==> config.mk <==
export PLATFORM = sky130hd
export DESIGN_NAME = xing_sequencer
export DESIGN_NICKNAME = d
export VERILOG_FILES = /design/src/rtl/xing_pkg.sv /design/src/rtl/xing_prescaler.sv /design/src/rtl/xing_phase_fsm.sv /design/src/rtl/xing_bcd_down.sv /design/src/rtl/xing_sequencer.sv
export SDC_FILE = /design/constraint.sdc
export NUM_CORES = 1
export LEC_CHECK = 0
export ABC_CLOCK_PERIOD_IN_PS = 4000
export BUFFER_PORTS_ARGS = -buffer_cell sky130_fd_sc_hd__buf_2
export CORE_ASPECT_RATIO = 1.1
export CORE_MARGIN = 8
export CORE_UTILIZATION = 45
export DETAILED_ROUTE_END_ITERATION = 6
export MAX_ROUTING_LAYER = met4
export PLACE_DENSITY_LB_ADDON = 0.05
export SYNTH_ARGS = -nofsm -noshare
export SYNTH_HDL_FRONTEND = slang
export SYNTH_HIERARCHICAL = 1
export SYNTH_SLANG_ARGS = --single-unit
==> constraint.sdc <==
create_clock -name clk -period 4 [get_ports clk]
set_clock_uncertainty 0.1 [all_clocks]
set_input_delay 0.2 -clock clk [delete_from_list [all_inputs] [get_ports clk]]
set_output_delay 0.2 -clock clk [all_outputs]
set_load 0.05 [all_outputs]
==> src/rtl/xing_pkg.sv <==
package xing_pkg;

    localparam int SEC_W = 7;

    typedef enum logic [2:0] {
        PH_M_GO    = 3'd0,
        PH_M_AMB1  = 3'd1,
        PH_M_TURN  = 3'd2,
        PH_M_AMB2  = 3'd3,
        PH_S_GO    = 3'd4,
        PH_S_AMB1  = 3'd5,
        PH_S_TURN  = 3'd6,
        PH_S_AMB2  = 3'd7
    } phase_e;

    // active-low lamp codes: bit0 red, bit1 yellow, bit2 green, bit3 left
    localparam logic [3:0] LAMP_RED   = 4'b1110;
    localparam logic [3:0] LAMP_AMBER = 4'b1101;
    localparam logic [3:0] LAMP_GREEN = 4'b1011;
    localparam logic [3:0] LAMP_LEFT  = 4'b0111;

    function automatic logic is_main(input phase_e p);
        return (p[2] == 1'b0);
    endfunction

    function automatic logic [7:0] to_bcd(input logic [SEC_W-1:0] v);
        logic [SEC_W-1:0] tens;
        logic [SEC_W-1:0] ones;
        tens = v / SEC_W'(10);
        ones = v % SEC_W'(10);
        return {tens[3:0], ones[3:0]};
    endfunction

endpackage

==> src/rtl/xing_prescaler.sv <==
module xing_prescaler #(
    parameter int TICK_DIV = 50_000_000
) (
    input  logic clk,
    input  logic rst,
    output logic tick_o
);
    localparam int PW = (TICK_DIV > 1) ? $clog2(TICK_DIV) : 1;
    localparam logic [PW-1:0] LAST = PW'(TICK_DIV - 1);

    typedef struct packed {
        logic [PW-1:0] cnt;
    } pre_s;

    pre_s st_d, st_q;

    assign tick_o = (st_q.cnt == LAST);

    always_comb begin
        st_d = st_q;
        if (tick_o) st_d.cnt = '0;
        else        st_d.cnt = st_q.cnt + PW'(1);
    end

    always_ff @(posedge clk) begin
        if (rst) st_q <= '0;
        else     st_q <= st_d;
    end


    tick_gap_chk: assert property (@(posedge clk) disable iff (rst)
        tick_o |=> (TICK_DIV == 1 || !tick_o));

endmodule

==> src/rtl/xing_phase_fsm.sv <==
module xing_phase_fsm
    import xing_pkg::*;
#(
    parameter int M_GO_S   = 45,
    parameter int M_AMB_S  = 5,
    parameter int M_TURN_S = 15,
    parameter int S_GO_S   = 40,
    parameter int S_AMB_S  = 5,
    parameter int S_TURN_S = 10
) (
    input  logic             clk,
    input  logic             rst,
    input  logic             tick_i,
    output phase_e           phase_o,
    output logic [SEC_W-1:0] remain_o,
    output logic             advance_o,
    output phase_e           next_phase_o,
    output logic [SEC_W-1:0] next_dur_o
);
    typedef struct packed {
        phase_e           phase;
        logic [SEC_W-1:0] remain;
    } fsm_s;

    fsm_s st_d, st_q;

    function automatic logic [SEC_W-1:0] dur_of(input phase_e p);
        case (p)
            PH_M_GO:              return SEC_W'(M_GO_S);
            PH_M_TURN:            return SEC_W'(M_TURN_S);
            PH_M_AMB1, PH_M_AMB2: return SEC_W'(M_AMB_S);
            PH_S_GO:              return SEC_W'(S_GO_S);
            PH_S_TURN:            return SEC_W'(S_TURN_S);
            default:              return SEC_W'(S_AMB_S);
        endcase
    endfunction

    assign next_phase_o = phase_e'(st_q.phase + 3'd1);
    assign next_dur_o   = dur_of(next_phase_o);
    assign advance_o    = tick_i && (st_q.remain == SEC_W'(1));
    assign phase_o      = st_q.phase;
    assign remain_o     = st_q.remain;

    always_comb begin
        st_d = st_q;
        if (advance_o) begin
            st_d.phase  = next_phase_o;
            st_d.remain = next_dur_o;
        end else if (tick_i) begin
            st_d.remain = st_q.remain - SEC_W'(1);
        end
    end

    always_ff @(posedge clk) begin
        if (rst) begin
            st_q.phase  <= PH_M_GO;
            st_q.remain <= SEC_W'(M_GO_S);
        end else begin
            st_q <= st_d;
        end
    end


    phase_hold_chk: assert property (@(posedge clk) disable iff (rst)
        !tick_i |=> $stable(phase_o) && $stable(remain_o));


    remain_nonzero_chk: assert property (@(posedge clk) disable iff (rst)
        remain_o != '0);


    phase_step_chk: assert property (@(posedge clk) disable iff (rst)
        advance_o |=> phase_o != $past(phase_o));

endmodule

==> src/rtl/xing_bcd_down.sv <==
module xing_bcd_down #(
    parameter logic [7:0] RST_VAL = 8'h45
) (
    input  logic       clk,
    input  logic       rst,
    input  logic       tick_i,
    input  logic       load_i,
    input  logic [7:0] load_val_i,
    output logic [7:0] value_o
);
    typedef struct packed {
        logic [3:0] tens;
        logic [3:0] ones;
    } bcd_s;

    bcd_s st_d, st_q;

    assign value_o = st_q;

    always_comb begin
        st_d = st_q;
        if (load_i) begin
            st_d = load_val_i;
        end else if (tick_i) begin
            if (st_q.ones == 4'd0) begin
                st_d.ones = 4'd9;
                st_d.tens = st_q.tens - 4'd1;
            end else begin
                st_d.ones = st_q.ones - 4'd1;
            end
        end
    end

    always_ff @(posedge clk) begin
        if (rst) st_q <= RST_VAL;
        else     st_q <= st_d;
    end


    bcd_digit_chk: assert property (@(posedge clk) disable iff (rst)
        st_q.ones <= 4'd9 && st_q.tens <= 4'd9 && st_q != '0);

endmodule

==> src/rtl/xing_sequencer.sv <==
module xing_sequencer
    import xing_pkg::*;
#(
    parameter int TICK_DIV = 50_000_000,
    parameter int M_GO_S   = 45,
    parameter int M_AMB_S  = 5,
    parameter int M_TURN_S = 15,
    parameter int S_GO_S   = 40,
    parameter int S_AMB_S  = 5,
    parameter int S_TURN_S = 10
) (
    input  logic       clk,
    input  logic       rst,
    output logic [3:0] main_lamp_n,
    output logic [3:0] side_lamp_n,
    output logic [7:0] main_count,
    output logic [7:0] side_count
);
    localparam int M_TOTAL = M_GO_S + M_TURN_S + 2 * M_AMB_S;
    localparam int S_TOTAL = S_GO_S + S_TURN_S + 2 * S_AMB_S;
    localparam logic [7:0] M_RST_BCD = 8'((M_GO_S / 10) * 16 + (M_GO_S % 10));
    localparam logic [7:0] S_RST_BCD = 8'((M_TOTAL / 10) * 16 + (M_TOTAL % 10));

    logic             tick;
    phase_e           phase;
    phase_e           next_phase;
    logic [SEC_W-1:0] remain;
    logic [SEC_W-1:0] next_dur;
    logic             advance;
    logic             main_load, side_load;
    logic [7:0]       main_load_val, side_load_val;

    xing_prescaler #(.TICK_DIV(TICK_DIV)) i_pre (
        .clk    (clk),
        .rst    (rst),
        .tick_o (tick)
    );

    xing_phase_fsm #(
        .M_GO_S(M_GO_S), .M_AMB_S(M_AMB_S), .M_TURN_S(M_TURN_S),
        .S_GO_S(S_GO_S), .S_AMB_S(S_AMB_S), .S_TURN_S(S_TURN_S)
    ) i_fsm (
        .clk          (clk),
        .rst          (rst),
        .tick_i       (tick),
        .phase_o      (phase),
        .remain_o     (remain),
        .advance_o    (advance),
        .next_phase_o (next_phase),
        .next_dur_o   (next_dur)
    );

    // main reloads on entering its own phases or the start of its red span
    always_comb begin
        main_load     = advance && (is_main(next_phase) || next_phase == PH_S_GO);
        main_load_val = is_main(next_phase) ? to_bcd(next_dur) : to_bcd(SEC_W'(S_TOTAL));
        side_load     = advance && (!is_main(next_phase) || next_phase == PH_M_GO);
        side_load_val = !is_main(next_phase) ? to_bcd(next_dur) : to_bcd(SEC_W'(M_TOTAL));
    end

    xing_bcd_down #(.RST_VAL(M_RST_BCD)) i_main_cd (
        .clk        (clk),
        .rst        (rst),
        .tick_i     (tick),
        .load_i     (main_load),
        .load_val_i (main_load_val),
        .value_o    (main_count)
    );

    xing_bcd_down #(.RST_VAL(S_RST_BCD)) i_side_cd (
        .clk        (clk),
        .rst        (rst),
        .tick_i     (tick),
        .load_i     (side_load),
        .load_val_i (side_load_val),
        .value_o    (side_count)
    );

    always_comb begin
        main_lamp_n = LAMP_RED;
        side_lamp_n = LAMP_RED;
        case (phase)
            PH_M_GO:              main_lamp_n = LAMP_GREEN;
            PH_M_AMB1, PH_M_AMB2: main_lamp_n = LAMP_AMBER;
            PH_M_TURN:            main_lamp_n = LAMP_LEFT;
            PH_S_GO:              side_lamp_n = LAMP_GREEN;
            PH_S_AMB1, PH_S_AMB2: side_lamp_n = LAMP_AMBER;
            default:              side_lamp_n = LAMP_LEFT;
        endcase
    end


    lamp_onehot_chk: assert property (@(posedge clk) disable iff (rst)
        $countones(~main_lamp_n) == 1 && $countones(~side_lamp_n) == 1);


    main_track_chk: assert property (@(posedge clk) disable iff (rst)
        is_main(phase) |-> main_count == to_bcd(remain));


    side_track_chk: assert property (@(posedge clk) disable iff (rst)
        !is_main(phase) |-> side_count == to_bcd(remain));

endmodule

==> results of run 1 <==
-- per-stage QoR --
stage	std cells	setup slack, ns	hold slack [ns]	utilization
after global placement	551	0.652	0.368	0.477
after global routing	559	0.103	0.347	0.493
after CTS	559	0.535	0.314	0.493
final	559	0.547	0.336	0.493
after floorplan	441	0.461	0.172	-
after detailed placement	551	0.570	0.378	0.477
-- path summary, 6_finish.rpt --
check,depth (start not counted),to,start
setup / recovery,15,i_main_cd/value_o[1],i_fsm/phase_o[1]
hold / removal,2,i_pre/st_q[6],rst
setup reg to reg,15,i_main_cd/value_o[1],i_fsm/phase_o[1]
hold reg to reg,1,i_pre/st_q[0],i_pre/st_q[0]
-- power groups by stage --
stage / Clock [W] / Sequential, W / Combinational [W]
after floorplan: 0 / 0.000534 / 0.0000539
after global placement: 0 / 0.000535 / 0.0000572
after detailed placement: 0 / 0.000535 / 0.0000572
after CTS: 0.000405 / 0.000524 / 0.0000576
after global routing: 0.000425 / 0.000524 / 0.0000684
final: 0.000392 / 0.000523 / 0.0000606
-- cell type report --
| cell class | instances | area, µm² |
|---|---|---|
| fillers | 818 | 3930 |
| multi-input cells | 332 | 2240 |
| flip-flops and latches | 52 | 1040 |
| repair buffers | 31 | 170 |
| well taps | 108 | 135 |
| inverters | 28 | 105 |
| clock buffers | 6 | 82.6 |
| clock inverters | 2 | 38.8 |
-- worst max-delay path: cells and delay by family, from the launching register on --
kind / cells / cell delay, ns
buffers and inverters: 3 / 0.23
AO/OA/AOI/OAI: 4 / 0.85
AND/OR/NAND/NOR: 3 / 0.67
XOR/XNOR: 2 / 0.30
flip-flops: 1 / 0.43
adder cells (fa/ha/maj): 2 / 0.54
multiplexers: 1 / 0.23
-- sequential cells by signal (all words and copies together) (netlist names) --
| name | count |
|---|---|
| i_main_cd/value_o | 8 |
| i_fsm/remain_o | 7 |
| i_fsm/phase_o | 3 |
| i_pre/st_q | 26 |
| i_side_cd/value_o | 8 |
-- cells in the final DEF, fill, tap and decap left out, types with 3 or more instances in the layout --
| cell | netlist | routed |
|---|---|---|
| sky130_fd_sc_hd__dfxtp_1 | 52 | 52 |
| sky130_fd_sc_hd__nand2_1 | 39 | 39 |
| sky130_fd_sc_hd__nor2_1 | 36 | 36 |
| sky130_fd_sc_hd__inv_1 | 26 | 26 |
| sky130_fd_sc_hd__a21oi_1 | 25 | 25 |
| sky130_fd_sc_hd__buf_2 | 11 | 25 |
| sky130_fd_sc_hd__nand3_1 | 16 | 16 |
| sky130_fd_sc_hd__nor3_1 | 16 | 15 |
| sky130_fd_sc_hd__xor2_1 | 14 | 14 |
| sky130_fd_sc_hd__nand4_1 | 13 | 13 |
| sky130_fd_sc_hd__o21ai_0 | 12 | 12 |
| sky130_fd_sc_hd__xnor2_1 | 9 | 9 |
| sky130_fd_sc_hd__or3_1 | 9 | 9 |
| sky130_fd_sc_hd__ha_1 | 8 | 8 |
| sky130_fd_sc_hd__nor3b_1 | 7 | 7 |
| sky130_fd_sc_hd__a311oi_1 | 7 | 7 |
| sky130_fd_sc_hd__or4_1 | 7 | 7 |
| sky130_fd_sc_hd__nand2b_1 | 6 | 6 |
| sky130_fd_sc_hd__clkbuf_8 | 0 | 6 |
| sky130_fd_sc_hd__buf_4 | 4 | 6 |
| sky130_fd_sc_hd__nand3b_1 | 4 | 4 |
| sky130_fd_sc_hd__nor2b_1 | 4 | 4 |
| sky130_fd_sc_hd__o311ai_0 | 4 | 4 |
| sky130_fd_sc_hd__a31oi_1 | 4 | 4 |
| sky130_fd_sc_hd__or3b_1 | 4 | 4 |
| sky130_fd_sc_hd__mux2i_1 | 4 | 4 |
| sky130_fd_sc_hd__o31ai_1 | 4 | 4 |
| sky130_fd_sc_hd__and4_1 | 4 | 4 |
| sky130_fd_sc_hd__a2bb2oi_1 | 3 | 3 |
| sky130_fd_sc_hd__or4b_1 | 3 | 3 |
| sky130_fd_sc_hd__nor4b_1 | 3 | 3 |
| sky130_fd_sc_hd__o211ai_1 | 3 | 3 |
| sky130_fd_sc_hd__or2_2 | 3 | 3 |
| sky130_fd_sc_hd__and3_1 | 3 | 3 |
| sky130_fd_sc_hd__nor4_1 | 3 | 3 |
-- logic make-up (layout without fill, tap and decap cells) --
logic type / Yosys count / count (layout)
AO/OA/AOI/OAI: 98 / 98
multiplexers: 4 / 4
XOR/XNOR: 23 / 23
flip-flops: 52 / 52
other: 1 / 2
AND/OR/NAND/NOR: 197 / 197
buffers and inverters: 57 / 67
adder cells (fa/ha/maj): 8 / 8
-- routing by layer --
layer  GRT usage  up-vias  share of wire
li1            -     1627              -
met1       0.206     1490           0.49
met2       0.251       36           0.48
met3      0.0243        2          0.024
met4      0.0389        0         0.0049
met5           -        -              0
==> implementation parameters, run 1 <==
Parameter                              Value

Status
  Result of the run    completed

Synthesis
  Yosys warns    6
  Cell variety after synth    79
  Ranking of synthesized cells by area    sky130_fd_sc_hd__dfxtp_1, sky130_fd_sc_hd__nand2_1, sky130_fd_sc_hd__nor2_1
  Async S/R FF share, synth    0
  Main combinational cell family by area after synthesis    simple AND/OR/NAND/NOR gates
  Post-synthesis share of cell area spent on xor and xnor gates    0.0571
  Sequential share of the synthesized area    0.295
  Post-synthesis mux area share    0.0113
  Adder-cell share of the synthesized area    0.0284
  Area fraction of the dominant cell type after synthesis    0.295
  Mean instance size in the synthesized netlist    around 8.0 µm²
  Top_reg_cell synth    sky130_fd_sc_hd__dfxtp_1
  Library cell occupying the most area in the post-synthesis netlist    sky130_fd_sc_hd__dfxtp_1
  Post-synth top cells    sky130_fd_sc_hd__dfxtp_1, sky130_fd_sc_hd__nand2_1, sky130_fd_sc_hd__nor2_1
  Number of instances in the synthesized netlist    440
  Most used standard cell by instance count after synthesis    sky130_fd_sc_hd__dfxtp_1
  Area fraction in compound gates after synthesis    0.211
  Simple-gate share of the synthesized area    0.325
  Number of flops mapped to enable cells by yosys    0
  Seq cells post-synth    52
  Netlist area before placement    0.00353 mm²

Clocking
  Hold buffer count at CTS    0
  Maximum buffer depth of the clock tree    2
  Clk slew on worst S/H paths    0.10 ns
  Number of buffers inserted during clock tree synthesis    5
  Resized cells post-CTS    0
  Clock tree root driver cell    sky130_fd_sc_hd__clkbuf_8
  H-tree levels    2
  Number of clock sinks    52
  CTS tree    yes
  Insertion delay to the later sink of the worst-skew pair    0.31 ns
  Buffers inserted during post-CTS setup optimization    0

Route
  Vias/cell    about 5.6
  DR vias    3155
  Count of nets left with antenna violations after detail routing    0
  Detailed Route Iter0 Violations    180
  Average detailed-routed wire length per instance    14.7 µm
  Overall routed net length    8230 µm
  Remaining design rule violation count    0
  First-pass iteration count of the detailed router    4

Timing
  Unrepaired setup endpoints after global routing    false
  Slew headroom    0.300
  Crit path time final    3.45 ns
  Final Hold Viols    0
  Actual transition at the worst max-transition pin    1.05 ns
  Fraction of the cycle the final worst path needs    0.863
  Fmax    290 MHz
  Setup TNS    0 ns
  Final Setup Violations    0
  Max-slew violation count    0

Power and ir drop
  Combinational cell fraction of total power    0.062
  Fraction of power spent switching nets    0.236
  Leakage power of the design    1.30 nW
  Power density cells    between 200 and 300 mW/mm²
  Share of power burned in registers    0.536
  Overall power after layout    a little under 0.001 W
  Internal Dissipation    around 0.00075 W
  Sw Pwr    0.000230 W
  Clock network fraction of design power    0.401
  Worst IR Drop VDD    0.146 mV

GRT
  Vias in the first global route    2895
  Final global-route overflow total    0
  Global-route usage over all layers    0.158
  Number of antenna violations at the first check in global routing    0
  Global-route wire length before repair    around 14000 µm
  Largest net degree at the start of global routing    38

Placement
  Area post-placement    between 0.003 and 0.004 mm²
  Global placer's final weighted congestion    between 0.8 and 0.9
  Post-detail-place hpwl    6040 µm
  Buffers added on ports    25

Flow run
  Maxcap violations    0

Critical path
  Worst Setup Start Kind    flop
  Delay of the slowest cell on the worst path    around 0.43 ns
  Type of destination of the critical path    flop
  Arr. time, crit path    3.58 ns
  Slowest stage cell on the critical path    sky130_fd_sc_hd__dfxtp_1
  Minimum setup slack among reg-to-reg paths    0.55 ns
  Most Frequent Cell on Critical Path    sky130_fd_sc_hd__inv_1
  Cell Chain, Critical Path    ha_1 -> xor2_1 -> and2_1 -> inv_1 -> xnor2_1 -> o211ai_1 -> inv_1 -> ha_1 -> or2_2 -> o32ai_1 -> a2bb2oi_1 -> nand3_1 -> mux2i_1 -> inv_1 -> a221oi_2
  Critical Path RT    ~4.1 ns
  Maximum fanout count along the critical path    13
  Critical path class    flop to flop

Die
  Die boundary height    109 µm
  Total die area    approximately 0.011 mm²
  Core Region    0.00774 mm²
  Chip width    about 100 µm
  Top-Level Pins    26
  Row Count    34
  Starting Density    0.456

Final layout
  Layout area overhead    8.15%
  NumNets Final    460
  Number of inserted diodes    0
  Post-route design area    0.00382 mm²
  Share of post-route cells with drive strength above 1    0.142

Min path
  Hold/Removal Path Class    input port to flop
No activity file was read; power rests on OpenSTA's default activity.
==> run 2: changes to the inputs <==
--- a/config.mk
+++ b/config.mk
@@ -7,9 +7,11 @@
 export LEC_CHECK = 0
 export ABC_CLOCK_PERIOD_IN_PS = 4000
 export BUFFER_PORTS_ARGS = -buffer_cell sky130_fd_sc_hd__buf_2
+export CELL_PAD_IN_SITES_DETAIL_PLACEMENT = 2
+export CELL_PAD_IN_SITES_GLOBAL_PLACEMENT = 2
 export CORE_ASPECT_RATIO = 1.1
 export CORE_MARGIN = 8
-export CORE_UTILIZATION = 45
+export CORE_UTILIZATION = 36
 export DETAILED_ROUTE_END_ITERATION = 6
 export MAX_ROUTING_LAYER = met4
 export PLACE_DENSITY_LB_ADDON = 0.05
==> run 2 against run 1 <==
First-iteration DRC count decreased by 54%; final area grew 0.33%; worst setup slack got worse by 0.13 ns; non-clock buffer count up 3; critical path depth down 1; critical path type unchanged; sequential power about the same.
==> implementation parameters, run 2 (same netlist as run 1, synthesis figures left out) <==
Parameter                              Value

Status
  Result of the run    completed (unchanged)

Final layout
  Commonest non-fill, non-tap cell in the layout    sky130_fd_sc_hd__dfxtp_1 (unchanged)
  Number of inserted diodes    0 (unchanged)
  NumNets Final    463 (was 460)
  Max FFs per register    26 (unchanged)
  Register with the most flip-flops    i_pre/st_q (unchanged)
  Layout area overhead    8.51% (was 8.15%)
  Share of post-route cells with drive strength above 1    0.148 (was 0.142)
  Util after Layout    0.395 (was 0.493)
  Most used cells in the layout excluding fill and tap cells    sky130_fd_sc_hd__dfxtp_1, sky130_fd_sc_hd__nand2_1, sky130_fd_sc_hd__nor2_1, sky130_fd_sc_hd__inv_1 (unchanged)

Clocking
  Maximum buffer depth of the clock tree    2 (unchanged)
  Buffers inserted during post-CTS setup optimization    0 (unchanged)
  H-tree levels    2 (unchanged)
  Clock tree root driver cell    sky130_fd_sc_hd__clkbuf_8 (unchanged)
  Insertion delay to the later sink of the worst-skew pair    0.32 ns (was 0.31 ns)
  Resized cells post-CTS    0 (unchanged)
  Hold buffer count at CTS    0 (unchanged)
  Number of buffers inserted during clock tree synthesis    5 (unchanged)
  Clk slew on worst S/H paths    0.11 ns (was 0.10 ns)
  Number of clock sinks    52 (unchanged)
  CTS tree    yes (unchanged)

Route
  Metal2 WL    5810 µm (was 3920 µm)
  Average detailed-routed wire length per instance    18.5 µm (was 14.7 µm)
  Total met3 wirelength after detailed routing    181 µm (was 201 µm)
  DR vias    3329 (was 3155)
  Detailed Route Iter0 Violations    83 (was 180)
  Vias/cell    5.80 (was 5.64)
  Top layer reached by signal wires    met4 (unchanged)
  Count of nets left with antenna violations after detail routing    0 (unchanged)
  Met1 WL    4560 µm (was 4070 µm)
  First-pass iteration count of the detailed router    4 (unchanged)
  Remaining design rule violation count    0 (unchanged)
  Overall routed net length    10600 µm (was 8230 µm)

GRT
  Global-route wire length before repair    17900 µm (was 14000 µm)
  Global-route usage over all layers    0.165 (was 0.158)
  Vias in the first global route    3490 (was 2895)
  Final global-route overflow total    0 (unchanged)
  Largest net degree at the start of global routing    38 (unchanged)
  Number of antenna violations at the first check in global routing    0 (unchanged)

Critical path
  Type of destination of the critical path    flop (unchanged)
  Critical Path RT    4.14 ns (was 4.12 ns)
  Arr. time, crit path    3.73 ns (was 3.58 ns)
  Worst Setup Start Kind    flop (unchanged)
  Critical path class    flop to flop (unchanged)
  Maximum fanout count along the critical path    23 (was 13)

Timing
  Slew headroom    0.606 (was 0.300)
  Setup TNS    0 ns (unchanged)
  Actual transition at the worst max-transition pin    0.584 ns (was 1.05 ns)
  Unrepaired setup endpoints after global routing    false (unchanged)
  Final Hold Viols    0 (unchanged)
  Fraction of the cycle the final worst path needs    0.896 (was 0.863)
  Crit path time final    3.58 ns (was 3.45 ns)
  Fmax    279 MHz (was 290 MHz)
  Setup WS post-layout    0.418 ns (was 0.547 ns)
  Final Setup Violations    0 (unchanged)
  Max-slew violation count    0 (unchanged)

Placement
  Post-detail-place hpwl    7890 µm (was 6040 µm)
  Buffers added on ports    25 (unchanged)
  Worst slack at placement    0.420 ns (was 0.570 ns)
  Global placer's final weighted congestion    0.785 (was 0.812)

Die
  Starting Density    0.364 (was 0.456)
  Row Count    38 (was 34)
  Die boundary height    120 µm (was 109 µm)
  Core Region    0.00970 mm² (was 0.00774 mm²)
  Top-Level Pins    26 (unchanged)
  Total die area    0.0132 mm² (was 0.0109 mm²)
  Chip width    110 µm (was 100 µm)

Power and ir drop
  Worst IR Drop VDD    0.118 mV (was 0.146 mV)
  Leakage power of the design    1.31 nW (was 1.30 nW)
  Power density cells    242 mW/mm² (was 256 mW/mm²)

Flow run
  Maxcap violations    0 (unchanged)

Min path
  Hold/Removal Path Class    input port to flop (unchanged)
## run 2: cell count changes in the layout (fill, tap and decap cells not counted)
cell and delta:
sky130_fd_sc_hd__buf_4 +3, sky130_fd_sc_hd__clkinv_2 +1, sky130_fd_sc_hd__clkinv_4 -1, sky130_fd_sc_hd__inv_6 +1
sky130_fd_sc_hd__bufinv_16 -1
## run 2: stage by stage
stage	power (W)	cells	area, µm²	hold WS, ns
floorplan	0.000588	441	3530	0.172
global placement	0.000596	566	3730	0.378
detailed placement	0.000598	566	3730	0.385
CTS	0.000944	574	3830	0.319
global route	0.000967	574	3830	0.366
finish	0.000927	574	3830	0.334
## run 2: power breakdown
group	total, W	switching (W)	internal (W)	leakage, nW
sequential	0.000524	0.00000368	0.000520	0.420
clock	0.000338	0.000196	0.000142	0.0516
combinational	0.0000650	0.0000426	0.0000223	0.839
## run 2: cell type report
class,count,area [µm²]
Sequential cell,52,1040
Clock buffer,6,82.6
Timing Repair Buffer,34,193
Tap cell,120,150
Multi-Input combinational cell,332,2240
Clock inverter,2,13.8
Inverter,28,105
Fill cell,1125,5870
## run 2: path summary, 6_finish.rpt
kind                            depth (start not counted)  slack [ns]             start                    to
worst max-delay path                                   14        0.42  i_fsm/phase_o[1]  i_main_cd/value_o[1]
worst min-delay path                                    3        0.33               rst      i_fsm/phase_o[2]
worst max register to register                         14        0.42  i_fsm/phase_o[1]  i_main_cd/value_o[1]
worst min register to register                          1        0.40     i_pre/st_q[0]         i_pre/st_q[0]
## run 2: critical path, cell delays in order (launching register included)
cell                        delay, ns
sky130_fd_sc_hd__dfxtp_1         0.44
sky130_fd_sc_hd__ha_1            0.22
sky130_fd_sc_hd__buf_4           0.27
sky130_fd_sc_hd__nor2b_1         0.27
sky130_fd_sc_hd__xnor2_1         0.09
sky130_fd_sc_hd__o211ai_1        0.34
sky130_fd_sc_hd__inv_1           0.09
sky130_fd_sc_hd__ha_1            0.33
sky130_fd_sc_hd__or2_2           0.33
sky130_fd_sc_hd__o32ai_1         0.14
sky130_fd_sc_hd__a2bb2oi_1       0.17
sky130_fd_sc_hd__nand3_1         0.17
sky130_fd_sc_hd__mux2i_1         0.23
sky130_fd_sc_hd__inv_1           0.07
sky130_fd_sc_hd__a221oi_2        0.25
## run 2: layer usage
layer	vias to the layer above	track usage
li1	1632	-
met1	1673	0.175
met3	6	0.0259
met5	-	-
met4	0	0.0313
met2	18	0.315
